===== src/rtl/dbin_pkg.sv =====
package dbin_pkg;
    localparam int DEPTH = 64;
    localparam int DW    = 8;
    localparam int NB    = 2;
    localparam int AW    = $clog2(DEPTH);
    localparam int CW    = $clog2(DEPTH + 1);

    typedef enum logic [1:0] {
        ST_IDLE = 2'd0,
        ST_SEND = 2'd1,
        ST_WAIT = 2'd2
    } tx_state_e;

    typedef struct packed {
        logic          rdy;
        logic [CW-1:0] cnt;
    } bank_ctl_t;

    function automatic logic [CW-1:0] sat_count(input logic [CW-1:0] req);
        return (req > CW'(DEPTH)) ? CW'(DEPTH) : req;
    endfunction
endpackage


===== src/rtl/dbin_bank_mem.sv =====
module dbin_bank_mem #(
    parameter int DEPTH = 64,
    parameter int DW    = 8,
    parameter int NB    = 2,
    localparam int AW   = $clog2(DEPTH),
    localparam int BW   = (NB > 1) ? $clog2(NB) : 1
) (
    input  logic          clk,
    input  logic          wr_en,
    input  logic [BW-1:0] wr_bank,
    input  logic [AW-1:0] wr_addr,
    input  logic [DW-1:0] wr_data,
    input  logic [BW-1:0] rd_bank,
    input  logic [AW-1:0] rd_addr,
    output logic [DW-1:0] rd_data
);
    logic [DW-1:0] rd_vec [NB];

    for (genvar b = 0; b < NB; b++) begin : g_bank
        logic [DW-1:0] mem [DEPTH];
        always_ff @(posedge clk) begin
            if (wr_en && wr_bank == BW'(b))
                mem[wr_addr] <= wr_data;
        end
        assign rd_vec[b] = mem[rd_addr];
    end

    assign rd_data = rd_vec[rd_bank];
endmodule


===== src/rtl/dbin_bank_state.sv =====
module dbin_bank_state
    import dbin_pkg::*;
(
    input  logic          clk,
    input  logic          rst,
    input  logic          fw_ready_set,
    input  logic [CW-1:0] fw_ready_cnt,
    input  logic          fw_txc_clr,
    input  logic          ack_done,
    output logic          fill_ptr,
    output logic          fill_busy,
    output logic          send_ptr,
    output logic          send_rdy,
    output logic [CW-1:0] send_cnt,
    output logic          txc
);
    bank_ctl_t ctl [NB];
    logic      set_ok;

    assign fill_busy = ctl[fill_ptr].rdy;
    assign set_ok    = fw_ready_set && !fill_busy;
    assign send_rdy  = ctl[send_ptr].rdy;
    assign send_cnt  = ctl[send_ptr].cnt;

    always_ff @(posedge clk) begin
        if (rst) begin
            for (int b = 0; b < NB; b++) ctl[b] <= '0;
            fill_ptr <= 1'b0;
            send_ptr <= 1'b0;
            txc      <= 1'b0;
        end else begin
            if (set_ok) begin
                ctl[fill_ptr].rdy <= 1'b1;
                ctl[fill_ptr].cnt <= sat_count(fw_ready_cnt);
                fill_ptr          <= ~fill_ptr;
            end
            if (ack_done) begin
                ctl[send_ptr].rdy <= 1'b0;
                send_ptr          <= ~send_ptr;
            end
            if (ack_done)        txc <= 1'b1;
            else if (fw_txc_clr) txc <= 1'b0;
        end
    end

    AST_FULL_ORDER: assert property (@(posedge clk) disable iff (rst)
        (ctl[0].rdy && ctl[1].rdy) |-> (fill_ptr == send_ptr));
    AST_ACK_ON_READY: assert property (@(posedge clk) disable iff (rst)
        ack_done |-> send_rdy);
    AST_TXC_ON_ACK: assert property (@(posedge clk) disable iff (rst)
        ack_done |=> txc);
    AST_TXC_STICKY: assert property (@(posedge clk) disable iff (rst)
        (txc && !fw_txc_clr) |=> txc);
    AST_CNT_BOUND: assert property (@(posedge clk) disable iff (rst)
        send_cnt <= CW'(DEPTH));
endmodule


===== src/rtl/dbin_tx_fsm.sv =====
module dbin_tx_fsm
    import dbin_pkg::*;
(
    input  logic          clk,
    input  logic          rst,
    input  logic          in_token,
    input  logic          host_ack,
    input  logic          host_timeout,
    input  logic          send_rdy,
    input  logic [CW-1:0] send_cnt,
    output logic [AW-1:0] rd_addr,
    output logic          tx_valid,
    output logic          tx_last,
    output logic          tx_nak,
    output logic          tx_zlp,
    output logic          ack_done
);
    tx_state_e     state;
    logic [AW-1:0] idx;

    assign rd_addr  = idx;
    assign tx_valid = (state == ST_SEND);
    assign tx_last  = tx_valid && (CW'(idx) == send_cnt - CW'(1));
    assign ack_done = (state == ST_WAIT) && host_ack;

    always_ff @(posedge clk) begin
        if (rst) begin
            state  <= ST_IDLE;
            idx    <= '0;
            tx_nak <= 1'b0;
            tx_zlp <= 1'b0;
        end else begin
            tx_nak <= 1'b0;
            tx_zlp <= 1'b0;
            case (state)
                ST_IDLE: begin
                    idx <= '0;
                    if (in_token) begin
                        if (!send_rdy) begin
                            tx_nak <= 1'b1;
                        end else if (send_cnt == '0) begin
                            tx_zlp <= 1'b1;
                            state  <= ST_WAIT;
                        end else begin
                            state <= ST_SEND;
                        end
                    end
                end
                ST_SEND: begin
                    if (tx_last) state <= ST_WAIT;
                    else         idx   <= idx + AW'(1);
                end
                ST_WAIT: begin
                    if (host_ack || host_timeout) state <= ST_IDLE;
                end
                default: state <= ST_IDLE;
            endcase
        end
    end

    AST_NAK_WHEN_EMPTY: assert property (@(posedge clk) disable iff (rst)
        tx_nak |-> ($past(in_token) && !$past(send_rdy)));
    AST_ONE_ANSWER: assert property (@(posedge clk) disable iff (rst)
        $onehot0({tx_nak, tx_zlp, tx_valid}));
    AST_STREAM_READY: assert property (@(posedge clk) disable iff (rst)
        tx_valid |-> send_rdy);
    AST_LAST_ENDS: assert property (@(posedge clk) disable iff (rst)
        (tx_valid && tx_last) |=> !tx_valid);
endmodule


===== src/rtl/dual_bank_in_ep.sv =====
module dual_bank_in_ep
    import dbin_pkg::*;
(
    input  logic          clk,
    input  logic          rst,
    input  logic          fw_wr_en,
    input  logic [AW-1:0] fw_wr_addr,
    input  logic [DW-1:0] fw_wr_data,
    input  logic          fw_ready_set,
    input  logic [CW-1:0] fw_ready_cnt,
    input  logic          fw_txc_clr,
    output logic          fw_fill_bank,
    input  logic          in_token,
    input  logic          host_ack,
    input  logic          host_timeout,
    output logic          tx_valid,
    output logic [DW-1:0] tx_data,
    output logic          tx_last,
    output logic          tx_bank,
    output logic          tx_zlp,
    output logic          tx_nak,
    output logic          txc,
    output logic          irq
);
    logic          fill_busy, send_ptr, send_rdy, ack_done;
    logic [CW-1:0] send_cnt;
    logic [AW-1:0] rd_addr;

    dbin_bank_state u_state (
        .clk(clk), .rst(rst),
        .fw_ready_set(fw_ready_set), .fw_ready_cnt(fw_ready_cnt),
        .fw_txc_clr(fw_txc_clr), .ack_done(ack_done),
        .fill_ptr(fw_fill_bank), .fill_busy(fill_busy),
        .send_ptr(send_ptr), .send_rdy(send_rdy),
        .send_cnt(send_cnt), .txc(txc)
    );

    dbin_bank_mem #(.DEPTH(DEPTH), .DW(DW), .NB(NB)) u_mem (
        .clk(clk),
        .wr_en(fw_wr_en && !fill_busy), .wr_bank(fw_fill_bank),
        .wr_addr(fw_wr_addr), .wr_data(fw_wr_data),
        .rd_bank(send_ptr), .rd_addr(rd_addr), .rd_data(tx_data)
    );

    dbin_tx_fsm u_fsm (
        .clk(clk), .rst(rst),
        .in_token(in_token), .host_ack(host_ack), .host_timeout(host_timeout),
        .send_rdy(send_rdy), .send_cnt(send_cnt), .rd_addr(rd_addr),
        .tx_valid(tx_valid), .tx_last(tx_last), .tx_nak(tx_nak),
        .tx_zlp(tx_zlp), .ack_done(ack_done)
    );

    assign tx_bank = send_ptr;
    assign irq     = txc;

    AST_IRQ_FOLLOWS: assert property (@(posedge clk) disable iff (rst)
        irq == txc);
    AST_FULL_FILL_HOLD: assert property (@(posedge clk) disable iff (rst)
        fill_busy |=> $stable(fw_fill_bank));
endmodule


===== config.mk =====
export PLATFORM = sky130hd
export DESIGN_NAME = dual_bank_in_ep
export DESIGN_NICKNAME = d
export VERILOG_FILES = /design/src/rtl/dbin_pkg.sv /design/src/rtl/dbin_bank_mem.sv /design/src/rtl/dbin_bank_state.sv /design/src/rtl/dbin_tx_fsm.sv /design/src/rtl/dual_bank_in_ep.sv
export SDC_FILE = /design/constraint.sdc
export NUM_CORES = 1
export LEC_CHECK = 0
export ABC_CLOCK_PERIOD_IN_PS = 2700
export BUFFER_PORTS_ARGS = -buffer_cell sky130_fd_sc_hd__buf_2
export CAP_MARGIN = 20
export CELL_PAD_IN_SITES_DETAIL_PLACEMENT = 1
export CELL_PAD_IN_SITES_GLOBAL_PLACEMENT = 2
export CORE_MARGIN = 8
export CORE_UTILIZATION = 50
export CTS_BUF_LIST = sky130_fd_sc_hd__clkbuf_4
export DETAILED_ROUTE_END_ITERATION = 10
export GPL_TIMING_DRIVEN = 0
export PLACE_DENSITY = 0.89
export SKIP_LAST_GASP = 1
export SYNTH_ARGS = -nofsm -noshare
export SYNTH_HDL_FRONTEND = slang
export SYNTH_SLANG_ARGS = --single-unit

===== constraint.sdc =====
create_clock -name clk -period 2.7 [get_ports clk]
set_input_delay 0 -clock clk [delete_from_list [all_inputs] [get_ports clk]]
set_output_delay 0 -clock clk [all_outputs]
set_load 0.02 [all_outputs]

==> summary.txt, run 1 <==
Synthesis
  – Synthesized cell area: between 0.04 and 0.05 mm²
  – Yosys warning total: 0
  – Synth cell types: 46
  – Syn Nets: roughly 1900
  – Async SR Flop Fraction: 0%
  – Synth Flop Type: edfxtp_1
  – Register area share after synthesis: between 70 and 80%
  – Top-area cell type share of the netlist area: between 70% and 80%
  – Yosys reg bits: ~1100
  – Post-synth EDFFs: ~1000
  – Top cell type by total area after synthesis: edfxtp_1
  – Top post-synthesis cells by area: edfxtp_1 76%, mux4_2 18%, nor2_1 1.4%
  – Cells after synthesis: 1835
  – Mean Syn Cell Area: 22.4 µm²

Worst setup path
  – Critical Path RT: around 2700 ps
  – R2r endpoint: u_mem.g_bank[0].mem[26][3]
  – Critical Path End Type: output pin
  – Critical Path AT: ~3900 ps
  – Startpoint Class: register
  – Worst reg-to-reg setup slack: -190 ps
  – Type of the worst setup path: reg -> out
  – Worst-path maximum fanout: 10
  – R2R cell count: 6

Placed design
  – Post-DP Area: approximately 0.043 mm²
  – Post-DP HPWL: 69.6 mm
  – Routability cong.: between 0.8 and 0.9
  – IO buf count: 38

Global routing
  – Number of global-route vias before repair: ~25000
  – Met2 Resource Use GR: 44.9%
  – Global-route usage over all layers: ~27%
  – GR met3 Demand/Resource: a little under 8%
  – Met1 Use GR: 33.1%
  – First-pass GRT wire length: 177 mm
  – GR peak layer: met2
  – Grt ovf: 0
  – Largest net degree at the start of global routing: between 90 and 100
  – Initial antenna violation count: 5

Route
  – Iter 0 DRT Violations: 3858
  – Final WL: between 100 and 150 mm
  – Antenna-violating nets left: 0
  – DRC Markers: 0
  – Vias: approximately 24000
  – WL per Instance: 38.7 µm
  – Avg Vias per Cell: roughly 6.8
  – DRT Pass-1 Iters: 5

STA
  – Setup TNS: -22640 ps
  – Slew Viols, Final: 0
  – Final Setup Violations: 232
  – Final WS setup: -1180 ps
  – Worst Skew: ~100 ps
  – Final hold violations: 0
  – RSZ-0062 raised after global routing: true
  – Crit share post-route: 144%
  – Fmax: ~260 MHz
  – Worst rel slew slack: between 20% and 30%
  – Final Critical Period: about 3900 ps
  – Worst slew pin tran: ~1200 ps
  – Hold slack: about 250 ps

Worst hold path
  – Min-delay worst type: in -> reg
  – Hold EP: u_mem.g_bank[0].mem[9][0]
  – HP Start: fw_wr_addr[0]
  – Hold Crit Depth: 5

Floorplanning
  – Die Width: roughly 300 µm
  – Initial Util: between 50% and 60%
  – Die Y: between 300 and 400 µm
  – FP Rows: 105
  – Die ar.: around 0.092 mm²
  – Core area: about 0.08 mm²
  – I/O pin cnt: between 40 and 50

Clock tree
  – Worst-Skew Late Latency: around 1300 ps
  – TritonCTS clock tree: yes
  – CTS Buf Count: 287
  – Clk root buf: clkbuf_4
  – CTS Sinks: between 1000 and 1500
  – Clock Path Buffers: 4
  – H-tree levels: 5
  – Reg clk slew, reported paths: 90 ps

Layout
  – Most frequent cells in the layout: 1038 x edfxtp_1, 421 x clkbuf_4, 320 x mux4_2
  – Reg area: between 0.03 and 0.04 mm²
  – Final core utilization: roughly three fifths
  – Footprint of the multi-input gates: 0.0104 mm²
  – Commonest non-fill, non-tap cell in the layout: edfxtp_1
  – Fill count: 6800
  – Final instance area: approximately 0.05 mm²
  – Share of layout cells above drive strength 1: approximately 46%
  – Area delta synth->final: 21.2%
  – Nets: 2324

Flow run
  – Max-cap violations: 0

Power
  – Worst vdd ir: approximately 540 µV
  – P_leak: between 15 and 20 nW
  – Power density cells: 696 mW/mm²

Run status
  – Outcome: finished, violations left
  – Failing checks: negative setup slack
-- worst max-delay path, stage by stage, from the launching register on --
cell      delay, ps
dfxtp_2         690
clkbuf_1        660
mux4_2          450
o22ai_2         140
nor4_4          510
buf_4           230
-- Yosys cell counts (2+ instances only) --
cell and number:
nor3_1 11, a21boi_0 2, dfxtp_1 23, xor2_1 3, o22ai_1 32, ha_1 3
o221ai_1 2, edfxtp_1 1038, nand3_1 11, a31oi_1 2, mux2i_1 8, nor3b_1 3
inv_1 10, nand2_1 22, o21ai_0 4, o21a_1 3, buf_4 12, buf_6 3
clkbuf_1 44, nand4_1 2, buf_2 26, and2_1 10, nand2b_1 5, nand3b_1 13
or3b_2 4, a21oi_1 6, a211oi_1 2, nor4_1 9, nand4b_1 4, buf_1 17
xnor2_1 7, nor2_1 149, mux4_2 320, or3_1 12, o31ai_1 2
-- stage by stage --
step                std cells  worst slack [ps]  power, mW
floorplan                1835               270       19.1
global placement         2943              -836       19.6
detailed placement       2951              -960       19.7
CTS                      3504             -1130       33.6
global route             3540             -1190       35.3
finish                   3545             -1180       34.7
-- layer usage --
metal	vias up	part of all wire, %
li1	8835	-
met1	12400	34
met2	2209	49
met4	4	6.0
met5	-	0.045
met3	529	11
-- sequential cells by signal, indices dropped and copies added (netlist names), named ones only --
signal            flops
u_state.send_ptr      1
u_state.ctl          16
u_fsm.rd_addr         6
u_fsm.tx_nak          1
u_mem.g_bank.mem   1024
u_state.fill_ptr      1
u_fsm.tx_zlp          1
u_state.txc           1
u_fsm.state           2
-- kinds of logic after synthesis --
logic type	after synthesis	synth area share, %
simple gates	259	2.94
xor+xnor	10	0.213
fa+ha+maj	3	0.0912
buf+inv	113	1.28
compound gates	61	0.972
flops	1061	76.8
mux	328	17.7
-- power breakdown --
part / switching [mW] / internal (mW) / total, mW / leakage, nW
sequential: 0.0449 / 18.1 / 18.2 / 9.54
clock: 7.58 / 7.30 / 14.9 / 2.04
combinational: 1.02 / 0.664 / 1.69 / 3.81
-- worst max path at each step --
stage,cells after the start,slack (ps),startpoint,to
detailed placement,6,-960,register,tx_data[1]
CTS,8,-1130,register,tx_data[0]
floorplan,10,270,register,register
global placement,6,-840,register,tx_data[1]
global route,8,-1190,register,tx_data[5]
finish,5,-1180,register,tx_data[2]
-- cell type report --
cell class	instances	share of cell area (%)
tap	1070	2.68
clock inverter	52	0.606
inverter	10	0.0752
buffer	92	1.98
antenna	10	0.0501
sequential	1061	63.4
timing repair buffer	179	4.30
multi-input combinational	661	20.8
clock buffer	410	6.16
-- repair_timing --
item / in CTS / in global routing
endpoints found under the hold margin: 1705 / 0
setup buffers: 31 / 23
hold buffers: 70 / 0
endpoints found under the setup margin: 1039 / 815
resized for setup: 383 / 133
cloned: 0 / 8
pin swaps: 18 / 30
Note: power is estimated with default switching activity, not from simulation.
==> inputs of run 2 (changes only) <==
--- a/config.mk
+++ b/config.mk
@@ -10,12 +10,12 @@
 export CAP_MARGIN = 20
 export CELL_PAD_IN_SITES_DETAIL_PLACEMENT = 1
 export CELL_PAD_IN_SITES_GLOBAL_PLACEMENT = 2
-export CORE_MARGIN = 8
 export CORE_UTILIZATION = 50
 export CTS_BUF_LIST = sky130_fd_sc_hd__clkbuf_4
 export DETAILED_ROUTE_END_ITERATION = 10
 export GPL_TIMING_DRIVEN = 0
-export PLACE_DENSITY = 0.89
+export PLACE_DENSITY = 0.74
+export SKIP_CTS_REPAIR_TIMING = 1
 export SKIP_LAST_GASP = 1
 export SYNTH_ARGS = -nofsm -noshare
 export SYNTH_HDL_FRONTEND = slang
==> run 2 against run 1 <==
  * The run still ends with negative setup slack left
  * Final cell count fell by 0.45%
  * Count of clock-buffer cells in the layout increased by 6
  * Sequential power about the same
  * Clock power down 6%
  * Hold slack got worse by 180 ps
  * Sequential share of layout area about the same
  * Non-clock buffer count shrank 17
  * Total power fell by 3.0%
  * Critical endpoint is now tx_data[7]
  * Die area shrank 9.0%
==> summary.txt, run 2 (synthesis gave the netlist of run 1 again) <==
Run status
  – Outcome: finished, violations left (unchanged)
  – Failing checks: negative setup slack (unchanged)

Worst setup path
  – Critical Path RT: 2700 ps (about the same)
  – Critical Path End Type: output pin (unchanged)
  – Worst-path maximum fanout: 10 (unchanged)
  – R2R cell count: 6 (unchanged)
  – Type of the worst setup path: reg -> out (unchanged)
  – Critical Path AT: 3730 ps (was 3880 ps)
  – Startpoint Class: register (unchanged)

Worst hold path
  – HP Start: fw_wr_data[3] (was fw_wr_addr[0])
  – Hold Crit Depth: 2 (was 5)
  – Min-delay worst type: in -> reg (unchanged)

Power
  – Worst vdd ir: 494 µV (was 542 µV)
  – Total power: 33.7 mW (was 34.7 mW)
  – Power density cells: 675 mW/mm² (was 696 mW/mm²)
  – P_leak: 15.3 nW (was 15.4 nW)

Floorplanning
  – FP Rows: 104 (was 105)
  – Initial Util: 50.8% (was 50.3%)
  – Die ar.: 0.0835 mm² (was 0.0918 mm²)
  – Core area: 0.0811 mm² (was 0.0818 mm²)
  – Die Y: 289 µm (was 303 µm)
  – Die Width: 289 µm (was 303 µm)
  – I/O pin cnt: 45 (unchanged)

Layout
  – Number of flip-flops under the largest register name: 1024 (unchanged)
  – Most frequent cells in the layout: 1038 x edfxtp_1, 431 x clkbuf_4, 320 x mux4_2 (was 1038 x edfxtp_1, 421 x clkbuf_4, 320 x mux4_2)
  – Final instance area: 0.0499 mm² (about the same)
  – Commonest non-fill, non-tap cell in the layout: edfxtp_1 (unchanged)
  – Area delta synth->final: 21.2% (about the same)
  – Largest Register: u_mem.g_bank.mem (unchanged)
  – Fill count: 6740 (was 6800)
  – Footprint of the multi-input gates: 0.0106 mm² (was 0.0104 mm²)
  – Share of layout cells above drive strength 1: 45.8% (was 46.0%)
  – Reg area: 0.0316 mm² (about the same)
  – Final core utilization: 61.6% (was 61.0%)
  – Nets: 2311 (was 2324)

Placed design
  – IO buf count: 38 (unchanged)
  – Routability cong.: 0.852 (was 0.875)
  – Setup WS pre-CTS: -1030 ps (was -960 ps)
  – Post-DP Area: 0.0430 mm² (was 0.0429 mm²)
  – Post-DP HPWL: 68.3 mm (was 69.6 mm)

Clock tree
  – Worst-Skew Late Latency: 1120 ps (was 1270 ps)
  – H-tree levels: 5 (unchanged)
  – CTS Buf Count: 291 (was 287)
  – Clk root buf: clkbuf_4 (unchanged)
  – Reg clk slew, reported paths: 60 ps (was 90 ps)
  – CTS Sinks: 1061 (unchanged)
  – Clock Path Buffers: 4 (unchanged)
  – TritonCTS clock tree: yes (unchanged)

STA
  – RSZ-0062 raised after global routing: true (unchanged)
  – Fmax: 268 MHz (was 258 MHz)
  – Worst rel slew slack: 1.85% (was 20.1%)
  – Worst slew pin tran: 1470 ps (was 1200 ps)
  – Final Setup Violations: 53 (was 232)
  – Crit share post-route: 138% (was 144%)
  – Worst Skew: 86.5 ps (was 100 ps)
  – Final WS setup: -1030 ps (was -1180 ps)
  – Final Critical Period: 3730 ps (was 3880 ps)
  – Final hold violations: 0 (unchanged)
  – Slew Viols, Final: 0 (unchanged)

Route
  – Metal-1 WL: 44.9 mm (was 46.6 mm)
  – Final WL: 111 mm (was 137 mm)
  – Iter 0 DRT Violations: 2135 (was 3858)
  – Antenna-violating nets left: 0 (unchanged)
  – Avg Vias per Cell: 6.12 (was 6.78)
  – DRT Pass-1 Iters: 5 (unchanged)
  – Metal2 WL: 54.1 mm (was 67.3 mm)
  – Metal3 WL: 9.56 mm (was 14.9 mm)
  – Vias: 21600 (was 24000)
  – Uppermost layer routed: met5 (unchanged)
  – WL per Instance: 31.4 µm (was 38.7 µm)
  – DRC Markers: 0 (unchanged)

Global routing
  – First-pass GRT wire length: 149 mm (was 177 mm)
  – Largest net degree at the start of global routing: 89 (was 98)
  – Initial antenna violation count: 11 (was 5)
  – Global-route usage over all layers: 25.8% (was 27.4%)
  – Number of global-route vias before repair: 22000 (was 24600)
  – Grt ovf: 0 (unchanged)

Flow run
  – Max-cap violations: 0 (unchanged)
[run 2: per-stage QoR]
step	hold slack, ps	cells	TNS, ps
after floorplan	98.9	1835	0
after global placement	280	2933	-492220
after detailed placement	284	2943	-549410
after CTS	-953	3420	-612740
after global routing	39.3	3529	-14690
final	72.3	3529	-9240
[run 2: layer usage]
layer / vias up / global-route usage [%]
met4: 2 / 8.57
met3: 170 / 7.88
met2: 1068 / 40.4
li1: 8837 / -
met1: 11500 / 35.0
met5: - / 0
[run 2: final timing paths]
check / end / slack, ps
setup reg to reg: u_mem.g_bank[0].mem[9][2] / -80
hold / removal: u_mem.g_bank[0].mem[18][3] / 70
hold reg to reg: u_state.ctl[0][7] / 490
setup / recovery: tx_data[7] / -1030
[run 2: cell type report]
class / instances / area share, %
Tap cell: 1060 / 2.66
Sequential cell: 1061 / 63.4
Inverter: 10 / 0.0752
Multi-Input combinational cell: 661 / 21.3
Clock inverter: 61 / 0.700
Timing Repair Buffer: 161 / 3.80
Clock buffer: 416 / 6.26
Antenna cell: 6 / 0.0301
Buffer: 93 / 1.82
[run 2: worst max-delay path, cell delays in order, from the launching register on]
cell       delay, ps
dfxtp_2          350
buf_12           160
clkbuf_16        210
buf_12           170
mux4_2           540
mux4_2           550
o22ai_2          320
nor4_4           120
buf_4            180
[run 2: where the power goes]
group	total [mW]	leakage (nW)	internal, mW	switching, mW
sequential	18.2	9.54	18.1	0.0328
combinational	1.52	3.65	0.590	0.927
clock	14.0	2.09	7.41	6.59
total	33.7	15.3	26.1	7.55
